<file path="src/rtl/tmr_pkg.sv">
package tmr_pkg;

  typedef enum logic [1:0] {
    FN_TIMER = 2'b00,
    FN_PULSE = 2'b01,
    FN_EVENT = 2'b10,
    FN_WIDTH = 2'b11
  } tfunc_e;

  // Whether the counter advances this cycle, for a given function and polarity
  function automatic logic count_step(tfunc_e fn, logic pol, logic tick,
                                      logic rise, logic fall, logic lvl);
    logic s;
    case (fn)
      FN_EVENT: s = pol ? fall : rise;
      FN_WIDTH: s = tick & (lvl == ~pol);
      default:  s = tick;
    endcase
    return s;
  endfunction

  // Edge that raises the pin edge request
  function automatic logic irq_pick(logic pol, logic rise, logic fall);
    return pol ? rise : fall;
  endfunction

endpackage

</file>
<file path="src/rtl/pin_edge_sync.sv">
module pin_edge_sync #(
  parameter int STAGES = 2
) (
  input  logic clk,
  input  logic rst_n,
  input  logic pin,
  output logic lvl,
  output logic rise,
  output logic fall
);
  logic [STAGES-1:0] sh_q;
  logic              prev_q;

  for (genvar k = 0; k < STAGES; k++) begin : g_st
    if (k == 0) begin : g_first
      always_ff @(posedge clk) begin
        if (!rst_n) sh_q[0] <= 1'b0;
        else        sh_q[0] <= pin;
      end
    end else begin : g_next
      always_ff @(posedge clk) begin
        if (!rst_n) sh_q[k] <= 1'b0;
        else        sh_q[k] <= sh_q[k-1];
      end
    end
  end

  always_ff @(posedge clk) begin
    if (!rst_n) prev_q <= 1'b0;
    else        prev_q <= sh_q[STAGES-1];
  end

  assign lvl  = sh_q[STAGES-1];
  assign rise = lvl & ~prev_q;
  assign fall = ~lvl & prev_q;

  // one pulse per synchronized edge
  assert_rise_single_R9: assert property (@(posedge clk) disable iff (!rst_n)
    rise |=> !rise);
  assert_fall_single_R9: assert property (@(posedge clk) disable iff (!rst_n)
    fall |=> !fall);

endmodule

</file>
<file path="src/rtl/timer_chan.sv">
module timer_chan
  import tmr_pkg::*;
#(
  parameter int CW = 8
) (
  input  logic          clk,
  input  logic          rst_n,
  input  tfunc_e        fn,
  input  logic          pol,
  input  logic          halt,
  input  logic          tick,
  input  logic          rise,
  input  logic          fall,
  input  logic          lvl,
  input  logic          wr,
  input  logic [CW-1:0] wdata,
  output logic [CW-1:0] cnt,
  output logic          uf,
  output logic          pout
);
  logic [CW-1:0] cnt_q, lat_q;
  logic          uf_q, pout_q;
  logic          run, under, pulse_run;

  assign run       = !halt && count_step(fn, pol, tick, rise, fall, lvl);
  assign under     = (cnt_q == '0);
  assign pulse_run = (fn == FN_PULSE) && !halt;

  always_ff @(posedge clk) begin
    if (!rst_n) begin
      cnt_q  <= '0;
      lat_q  <= '0;
      uf_q   <= 1'b0;
      pout_q <= 1'b1;
    end else begin
      if (wr) lat_q <= wdata;
      if (wr && halt)  cnt_q <= wdata;
      else if (run)    cnt_q <= under ? lat_q : cnt_q - 1'b1;
      uf_q <= run && under;
      if (pulse_run) begin
        if (run && under) pout_q <= ~pout_q;
      end else begin
        pout_q <= ~pol;
      end
    end
  end

  assign cnt  = cnt_q;
  assign uf   = uf_q;
  assign pout = pout_q;

  // no step and no write keeps the count
  assert_hold_R3: assert property (@(posedge clk) disable iff (!rst_n)
    (!run && !wr) |=> $stable(cnt_q));
  // a step at zero reloads from the latch
  assert_reload_R4: assert property (@(posedge clk) disable iff (!rst_n)
    (run && under && !(wr && halt)) |=> (cnt_q == $past(lat_q)));
  // request follows a step at zero
  assert_uf_src_R4: assert property (@(posedge clk) disable iff (!rst_n)
    uf_q |-> $past(run && under));
  // each underflow in a running pulse timer flips the pin
  assert_toggle_R6: assert property (@(posedge clk) disable iff (!rst_n)
    (pulse_run && run && under) |=> (pout_q != $past(pout_q)));
  // width meter holds while the pin is at the other level
  assert_width_hold_R8: assert property (@(posedge clk) disable iff (!rst_n)
    (fn == FN_WIDTH && lvl == pol && !wr) |=> $stable(cnt_q));

endmodule

</file>
<file path="src/rtl/dual_mode_timer.sv">
module dual_mode_timer
  import tmr_pkg::*;
#(
  parameter int CW = 8
) (
  input  logic          clk,
  input  logic          rst_n,
  input  logic          bus_we,
  input  logic [1:0]    bus_addr,
  input  logic [CW-1:0] bus_wdata,
  output logic [CW-1:0] bus_rdata,
  input  logic          tick,
  input  logic [1:0]    pin_in,
  output logic [1:0]    pin_out,
  output logic [1:0]    uf_irq,
  output logic [1:0]    pin_irq
);
  localparam int NCH    = 2;
  localparam int FLD_W  = 4;
  localparam int CTRL_W = NCH * FLD_W;

  logic [CTRL_W-1:0] ctrl_q;
  logic [CW-1:0]     cnt_w [NCH];
  logic [NCH-1:0]    lvl_w, rise_w, fall_w, wr_w;

  always_ff @(posedge clk) begin
    if (!rst_n)                          ctrl_q <= '0;
    else if (bus_we && bus_addr == 2'd0) ctrl_q <= bus_wdata[CTRL_W-1:0];
  end

  for (genvar i = 0; i < NCH; i++) begin : g_ch
    logic pol_w;
    assign pol_w = ctrl_q[FLD_W*i+2];
    assign wr_w[i] = bus_we && (bus_addr == 2'(i + 1));

    pin_edge_sync #(.STAGES(2)) u_sync (
      .clk(clk), .rst_n(rst_n), .pin(pin_in[i]),
      .lvl(lvl_w[i]), .rise(rise_w[i]), .fall(fall_w[i])
    );

    timer_chan #(.CW(CW)) u_chan (
      .clk(clk), .rst_n(rst_n),
      .fn(tfunc_e'(ctrl_q[FLD_W*i +: 2])),
      .pol(pol_w),
      .halt(ctrl_q[FLD_W*i+3]),
      .tick(tick),
      .rise(rise_w[i]), .fall(fall_w[i]), .lvl(lvl_w[i]),
      .wr(wr_w[i]), .wdata(bus_wdata),
      .cnt(cnt_w[i]), .uf(uf_irq[i]), .pout(pin_out[i])
    );

    assign pin_irq[i] = irq_pick(pol_w, rise_w[i], fall_w[i]);
  end

  always_comb begin
    case (bus_addr)
      2'd0:    bus_rdata = CW'(ctrl_q);
      2'd1:    bus_rdata = cnt_w[0];
      2'd2:    bus_rdata = cnt_w[1];
      default: bus_rdata = '0;
    endcase
  end

  // a control write is visible on the next cycle
  assert_ctrl_wr_R2: assert property (@(posedge clk) disable iff (!rst_n)
    (bus_we && bus_addr == 2'd0) |=> (ctrl_q == $past(bus_wdata[CTRL_W-1:0])));

endmodule

</file>
<file path="config.mk">
export PLATFORM = sky130hd
export DESIGN_NAME = dual_mode_timer
export DESIGN_NICKNAME = d
export VERILOG_FILES = /design/src/rtl/tmr_pkg.sv /design/src/rtl/pin_edge_sync.sv /design/src/rtl/timer_chan.sv /design/src/rtl/dual_mode_timer.sv
export SDC_FILE = /design/constraint.sdc
export NUM_CORES = 1
export LEC_CHECK = 0
export BUFFER_PORTS_ARGS = -buffer_cell sky130_fd_sc_hd__buf_2
export CELL_PAD_IN_SITES_DETAIL_PLACEMENT = 1
export CELL_PAD_IN_SITES_GLOBAL_PLACEMENT = 1
export CORE_ASPECT_RATIO = 2
export CORE_MARGIN = 3
export CORE_UTILIZATION = 35
export DETAILED_ROUTE_END_ITERATION = 8
export PLACE_DENSITY_LB_ADDON = 0.2
export SYNTH_ARGS = -nofsm -noshare
export SYNTH_HDL_FRONTEND = slang
export SYNTH_SLANG_ARGS = --single-unit
export TNS_END_PERCENT = 5
</file>
<file path="constraint.sdc">
create_clock -name clk -period 3.3 [get_ports clk]
set_clock_uncertainty 0.2 [all_clocks]
set_input_delay 0.33 -clock clk [delete_from_list [all_inputs] [get_ports clk]]
set_output_delay 0.33 -clock clk [all_outputs]
set_load 0.02 [all_outputs]
</file>
==> run summary, run 1 <==
### Power and ir drop
• 669 mW/mm2 — pwr dens
• 0.370 — fraction of power consumed by combinational cells
• 0.252 — clock share of power
• 0.000789 W — Net Sw Power
• 1.22 nW — static leakage
• 267 uV — Peak supply drop
• 0.00131 W — internal power
• 0.378 — Reg power frac
• 0.375 — Sw Ratio

### Global routing
• 0.198 — All-Layer GR Usage
• 23 — maximum number of pins on one net before global-route repair
• 0 — antenna violations before repair
• 0 — total gr overflow
• 14.4 mm — first-pass GRT wire length
• 2,797 — via count of the first global-routing pass

### Drt
• 19.2 um — DR WL/cell
• 5.71 — vias per inst
• 0 — number of nets with antenna violations after detailed routing
• 9.08 mm — total length of routed wires
• 136 — detailed router's first-iteration violation count
• 4 — Pre-antenna DRT Iters
• 2,705 — routed vias
• 0 — Remaining DRCs

### Setup path
• flip-flop — capturing element type of the critical path
• g_ch[0].u_chan.cnt[0] — Crit Reg-Reg Startpoint
• flip-flop — startpoint kind of the worst setup timing path
• g_ch[0].u_chan.cnt[0] — Worst Setup SP
• flip-flop to flip-flop — Worst Setup Path Type
• sky130_fd_sc_hd__a2111oi_0 — slowest stage cell on the critical path
• 11 — top fanout value on the critical path
• 0.54 ns — Largest stage delay, worst path
• inv_1 -> ha_1 -> nor4b_2 -> nand2_1 -> a2111oi_0 -> o31a_1 — cells along the critical path
• 2.58 ns — data arrival time of the critical path
• 3.34 ns — Crit path required time

### Layout
• sky130_fd_sc_hd__nand2_1, sky130_fd_sc_hd__dfxtp_1, sky130_fd_sc_hd__buf_2 — commonest cells after routing, fill and taps aside
• sky130_fd_sc_hd__nand2_1 — most common cell after layout, fill and taps aside
• 12.2% — Area Overhead vs Synth
• 0.134 — share of final-layout standard cells stronger than drive strength 1
• 399 — count of nets after finishing
• 0 — number of antenna cells inserted

### Synthesis
• 360 — number of cells produced by synthesis
• sky130_fd_sc_hd__dfxtp_1 — leading register cell type out of synthesis
• 0.0178 — Synth Area in Adders
• 0.00281 mm2 — post-synth design cell area
• 0 — proportion of synthesized flip-flops having asynchronous set or reset
• 50 — Seq cells post-synth
• 0.357 — proportion of synthesized chip area in sequential cells
• 0.251 — fraction of the mapped netlist area in simple logic gates
• 0 — Synth Warn #
• 7.79 um2 — Avg Cell Area, Syn
• 0.0647 — multiplexer area fraction after synthesis
• 0 — EDFF count, synth
• 57 — number of different library cells in the post-synthesis netlist
• 380 — synthesized net count
• simple AND/OR/NAND/NOR gates — main combinational cell family by area after synthesis
• 0.0219 — xor/xnor share of the synthesized area
• 0.218 — Synth Area in Compound Gates

### Clock network
• 5 — number of clock buffers inserted by TritonCTS
• 2 — maximum count of clock buffers along a single path
• sky130_fd_sc_hd__clkbuf_16 — CTS Root Cell
• 0.29 ns — latest clock arrival within the worst-skew pair
• 2 — H-tree lvl count
• yes — CTS tree
• 0 — postcts setup bufs
• 50 — CTS Sinks
• 0 — number of buffers added to fix hold violations after cts
• 0.07 ns — post-CTS clock slew at the launch and capture registers of the worst setup and hold paths
• 0 — cells resized by post-CTS repair

### Min path
• input port to flip-flop — classification of the worst-slack hold path
• pin_in[0] — Min-Delay Startpoint

### Timing
• 0.403 — worst slew margin relative to its limit
• 0.394 GHz — highest clock frequency the design can meet
• 2.54 ns — minimum period implied by the final worst setup slack
• false — setup repair after global routing missed its margin
• 0.760 ns — setup slack after layout
• 0.896 ns — measured slew at the worst slew-check pin
• 0.770 — Final Cycle Share
• 0 — total setup violations reported at the end of the flow
• 0 — Pins Over Slew Limit
• 0 ns — setup total negative slack
• 0 — Final Hold Violating Endpoints

### Floorplan
• 30 — number of ports placed on the die boundary
• 69.3 um — Die X-Extent
• 133 um — die boundary height
• 0.364 — Initial Util
• 0.00771 mm2 — area inside the core boundary
• 45 — number of rows created at floorplan
• 0.00919 mm2 — Die Area

### Placement
• 29 — Buffers on Ports
• 0.930 — Final Wtd Congestion
• 0.828 ns — Placement Setup Slack
• 7.01 mm — estimated wirelength of the detail-placed design

### Job
• 0 — number of maximum-capacitance violations

### Outcome
• completed — status

==> cells in the mapped netlist, types with 4 or more instances <==
cell type | number | area, um2
sky130_fd_sc_hd__nand2_1 | 71 | 267
sky130_fd_sc_hd__and2_1 | 7 | 43.8
sky130_fd_sc_hd__dfxtp_1 | 50 | 1000
sky130_fd_sc_hd__a31oi_1 | 9 | 56.3
sky130_fd_sc_hd__nand3_1 | 5 | 25.0
sky130_fd_sc_hd__a21oi_1 | 28 | 140
sky130_fd_sc_hd__clkbuf_1 | 19 | 71.3
sky130_fd_sc_hd__nor2_1 | 26 | 97.6
sky130_fd_sc_hd__or3_1 | 4 | 25.0
sky130_fd_sc_hd__ha_1 | 4 | 50.1
sky130_fd_sc_hd__nor3_1 | 8 | 40.0
sky130_fd_sc_hd__nand4_1 | 4 | 25.0
sky130_fd_sc_hd__inv_1 | 12 | 45.0
sky130_fd_sc_hd__o31a_1 | 4 | 35.0
sky130_fd_sc_hd__mux2i_1 | 17 | 170
sky130_fd_sc_hd__buf_4 | 4 | 30.0
sky130_fd_sc_hd__xnor2_1 | 6 | 52.6
sky130_fd_sc_hd__nand2b_1 | 5 | 31.3
sky130_fd_sc_hd__o21ai_0 | 15 | 75.1
sky130_fd_sc_hd__o22ai_1 | 4 | 25.0
==> state kept, by name, summed over array words and instances, names as in the netlist <==
signal / cells
g_ch.u_sync.prev_q: 2
g_ch.u_chan.cnt: 16
g_ch.u_sync.lvl: 2
g_ch.u_chan.pout: 2
g_ch.u_chan.lat_q: 16
ctrl_q: 8
g_ch.u_sync.sh_q: 2
g_ch.u_chan.uf: 2
==> power by group through the flow <==
stage | clock (W) | sequential, W | combinational (W)
2_1_floorplan | 0 | 0.000748 | 0.000678
3_3_place_gp | 0 | 0.000801 | 0.000760
3_5_place_dp | 0 | 0.000808 | 0.000775
4_1_cts | 0.000546 | 0.000794 | 0.000779
5_1_grt | 0.000564 | 0.000807 | 0.000865
6_report | 0.000530 | 0.000795 | 0.000779
==> stage by stage <==
step	area (um2)	hold WS (ns)	utilization	cells	total power, W
5_1_grt	3150	0.0537	0.408	474	0.00224
6_report	3150	0.0447	0.408	474	0.00210
3_5_place_dp	3000	0.231	0.389	466	0.00158
3_3_place_gp	3000	0.214	0.389	466	0.00156
2_1_floorplan	2810	0.212	-	360	0.00143
4_1_cts	3150	0.0437	0.408	474	0.00212
==> cell type report <==
| cell class | instances | area, um2 |
|---|---|---|
| sequential | 50 | 1000 |
| tap | 94 | 118 |
| inverter | 14 | 52.6 |
| timing repair buffer | 39 | 220 |
| clock buffer | 7 | 143 |
| fill | 978 | 4570 |
| clock inverter | 1 | 5.00 |
| multi-input combinational | 269 | 1610 |
==> metal layers <==
layer	part of all wire	GRT usage	routed length [um]	vias to the layer above
li1	-	-	-	1315
met1	0.37	0.206	3400	1307
met2	0.55	0.373	5030	58
met3	0.027	0.0236	241	25
met4	0.045	0.110	410	0
met5	0	0	0	-
==> worst max-delay path: cells and delay by family (launching register included) <==
family	cells	cell delay, ns
AO/OA/AOI/OAI	2	0.73
adder cells (fa/ha/maj)	1	0.17
buffers and inverters	1	0.12
flip-flops	1	0.35
AND/OR/NAND/NOR	2	0.92
==> path summary, 6_finish.rpt <==
path	end	cells after the start	slack [ns]
min reg2reg	g_ch[0].u_sync.lvl	1	0.24
max	g_ch[0].u_chan.cnt[1]	6	0.76
min	g_ch[0].u_sync.sh_q[0]	2	0.04
max reg2reg	g_ch[0].u_chan.cnt[1]	6	0.76
==> kinds of logic (layout without fill, tap and decap cells) <==
family,Yosys count,count (layout)
DFF,50,50
and+or+nand+nor,149,149
muxes,18,18
AOI/OAI and AO/OA,91,91
adders and majority gates,4,4
xor gates and xnor gates,7,7
buffers and inverters,41,61
Power figures use the tool's default switching activity.
==> inputs of run 2 (changes only) <==
Clock period 3.3 ns to 2.55 ns, I/O delays scaled along.
==> run 2 against run 1 <==
Net effect: die area unchanged; sequential share of layout area down 0.96 points; first-iteration DRC count up 3.7%; worst hold slack about the same; register-to-register slack worse by 0.49 ns; combinational power up 44%; routed wire length up 2.5%; final cell count up 2.3%.
==> run summary, run 2 (synthesis gave the netlist of run 1 again) <==
### Floorplan
• 133 um — die boundary height, unchanged
• 0.00919 mm2 — Die Area, unchanged
• 45 — number of rows created at floorplan, unchanged
• 30 — number of ports placed on the die boundary, unchanged
• 69.3 um — Die X-Extent, unchanged
• 0.364 — Initial Util, unchanged
• 0.00771 mm2 — area inside the core boundary, unchanged

### Outcome
• completed — status

### Layout
• 958 — total of fill cells in the finished design, -2.0%
• 15.7% — Area Overhead vs Synth
• sky130_fd_sc_hd__nand2_1 — most common cell after layout, fill and taps aside
• 410 — count of nets after finishing, +2.8%
• 0.159 — share of final-layout standard cells stronger than drive strength 1, +0.0244
• sky130_fd_sc_hd__nand2_1, sky130_fd_sc_hd__dfxtp_1, sky130_fd_sc_hd__buf_2 — commonest cells after routing, fill and taps aside
• 0 — number of antenna cells inserted, unchanged
• 485 — count of non-filler cells in the finished layout, +2.3%
• 0.421 — post-layout utilization of the core, +0.0127

### Global routing
• 0 — total gr overflow, unchanged
• 15.0 mm — first-pass GRT wire length, +4.3%
• 0.207 — All-Layer GR Usage, +0.00884
• 2,894 — via count of the first global-routing pass, +3.5%
• 0 — antenna violations before repair, unchanged
• 28 — maximum number of pins on one net before global-route repair, +22%

### Drt
• 5.76 — vias per inst, +0.91%
• 4 — Pre-antenna DRT Iters, unchanged
• 0 — number of nets with antenna violations after detailed routing, unchanged
• 19.2 um — DR WL/cell, +0.13%
• 2,793 — routed vias, +3.3%
• 0 — Remaining DRCs, unchanged
• 141 — detailed router's first-iteration violation count, +3.7%
• 9.30 mm — total length of routed wires, +2.5%

### Timing
• 0 ns — setup total negative slack, unchanged
• 0.265 ns — setup slack after layout, -0.495 ns
• 0 — total setup violations reported at the end of the flow, unchanged
• 0 — Pins Over Slew Limit, unchanged
• 0.0444 ns — final hold slack, -0.000322 ns
• 0.650 ns — measured slew at the worst slew-check pin, -0.246 ns
• 0.896 — Final Cycle Share, +0.126
• 2.28 ns — minimum period implied by the final worst setup slack, -0.255 ns
• 0 — Final Hold Violating Endpoints, unchanged
• 0.563 — worst slew margin relative to its limit, +0.161
• false — setup repair after global routing missed its margin
• 0.438 GHz — highest clock frequency the design can meet, +11%

### Power and ir drop
• 412 uV — Peak supply drop, +54%
• 868 mW/mm2 — pwr dens, +30%
• 1.28 nW — static leakage, +4.3%

### Min path
• input port to flip-flop — classification of the worst-slack hold path

### Placement
• 0.892 — Final Wtd Congestion, -4.1%
• 475 — placed cells, +1.9%
• 29 — Buffers on Ports, unchanged
• 7.14 mm — estimated wirelength of the detail-placed design, +1.9%
• 0.133 ns — Placement Setup Slack, -0.695 ns

### Job
• 0 — number of maximum-capacitance violations, unchanged

### Setup path
• 11 — top fanout value on the critical path, unchanged
• 2 — buffers and inverters on the worst path, +1
• flip-flop — startpoint kind of the worst setup timing path
• 2.32 ns — data arrival time of the critical path, -0.26 ns
• 2.58 ns — Crit path required time, -0.76 ns
• compound AO/OA/AOI/OAI gates — kind of cell with the highest combined delay on the critical path
• sky130_fd_sc_hd__a2111oi_0 — slowest stage cell on the critical path
• flip-flop — capturing element type of the critical path
• inv_1 -> ha_1 -> nor4b_2 -> buf_4 -> nand2_1 -> nor2_1 -> a2111oi_0 -> o31a_1 — cells along the critical path
• flip-flop to flip-flop — Worst Setup Path Type
• 0.41 ns — Largest stage delay, worst path, -0.13 ns

### Clock network
• 5 — number of clock buffers inserted by TritonCTS, unchanged
• 0 — postcts setup bufs, unchanged
• 50 — CTS Sinks, unchanged
• sky130_fd_sc_hd__clkbuf_16 — CTS Root Cell
• 2 — maximum count of clock buffers along a single path, unchanged
• yes — CTS tree
• 2 — H-tree lvl count, unchanged
• 0.29 ns — latest clock arrival within the worst-skew pair, about the same
• 0.07 ns — post-CTS clock slew at the launch and capture registers of the worst setup and hold paths, about the same

==> run 2: cell types whose count changed in the layout (fill, tap and decap cells not counted) <==
cell / before / now
sky130_fd_sc_hd__buf_4: 10 / 19
sky130_fd_sc_hd__dlygate4sd3_1: 0 / 2
sky130_fd_sc_hd__a2111oi_0: 3 / 2
sky130_fd_sc_hd__a2111oi_1: 0 / 1
sky130_fd_sc_hd__clkbuf_1: 1 / 0
sky130_fd_sc_hd__clkinvlp_4: 0 / 1
sky130_fd_sc_hd__or3_1: 4 / 3
sky130_fd_sc_hd__or3_4: 0 / 1
==> run 2: what timing repair did <==
item	CTS	global route
endpoints found under the hold margin	2	0
hold buffers	2	0
endpoints found under the setup margin	0	3
resized for setup	0	2
==> run 2: final cells by class <==
class / instances / area [um2] / area share
clock buffer: 6 / 139 / 0.0428
clock inverter: 2 / 12.5 / 0.00386
timing repair buffer: 50 / 308 / 0.0949
multi-input combinational: 269 / 1610 / 0.497
sequential: 50 / 1000 / 0.309
inverter: 14 / 52.6 / 0.0162
tap: 94 / 118 / 0.0363
==> run 2: final timing paths <==
path	from	end	slack, ns	depth (start not counted)
max	g_ch[0].u_chan.cnt[0]	g_ch[0].u_chan.cnt[1]	0.27	8
min	bus_wdata[2]	g_ch[1].u_chan.lat_q[2]	0.04	3
max reg2reg	g_ch[0].u_chan.cnt[0]	g_ch[0].u_chan.cnt[1]	0.27	8
min reg2reg	g_ch[0].u_sync.sh_q[0]	g_ch[0].u_sync.lvl	0.23	1
==> run 2: through the flow <==
step / cell area [um2] / total power, W
floorplan: 2810 / 0.00185
global placement: 3070 / 0.00208
detailed placement: 3070 / 0.00212
CTS: 3240 / 0.00283
global route: 3240 / 0.00301
finish: 3240 / 0.00282
==> run 2: worst reg2reg max path, stage by stage (launching register included) <==
cell	delay, ns
sky130_fd_sc_hd__dfxtp_1	0.39
sky130_fd_sc_hd__inv_1	0.10
sky130_fd_sc_hd__ha_1	0.21
sky130_fd_sc_hd__nor4b_2	0.16
sky130_fd_sc_hd__buf_4	0.17
sky130_fd_sc_hd__nand2_1	0.31
sky130_fd_sc_hd__nor2_1	0.07
sky130_fd_sc_hd__a2111oi_0	0.41
sky130_fd_sc_hd__o31a_1	0.20
==> run 2: where the power goes <==
group	internal (W)	switching, W	total, W
Combinational	0.000485	0.000630	0.00112
Sequential	0.000876	0.000126	0.00100
Clock	0.000389	0.000308	0.000697
Total	0.00175	0.00106	0.00282
==> run 2: per-layer routing <==
metal	share of wire	vias to the layer above	track usage	wire [um]
li1	-	1336	-	-
met1	0.37	1366	0.209	3400
met2	0.56	62	0.398	5250
met3	0.029	29	0.0251	273
met4	0.040	0	0.112	376
met5	0	-	0	0
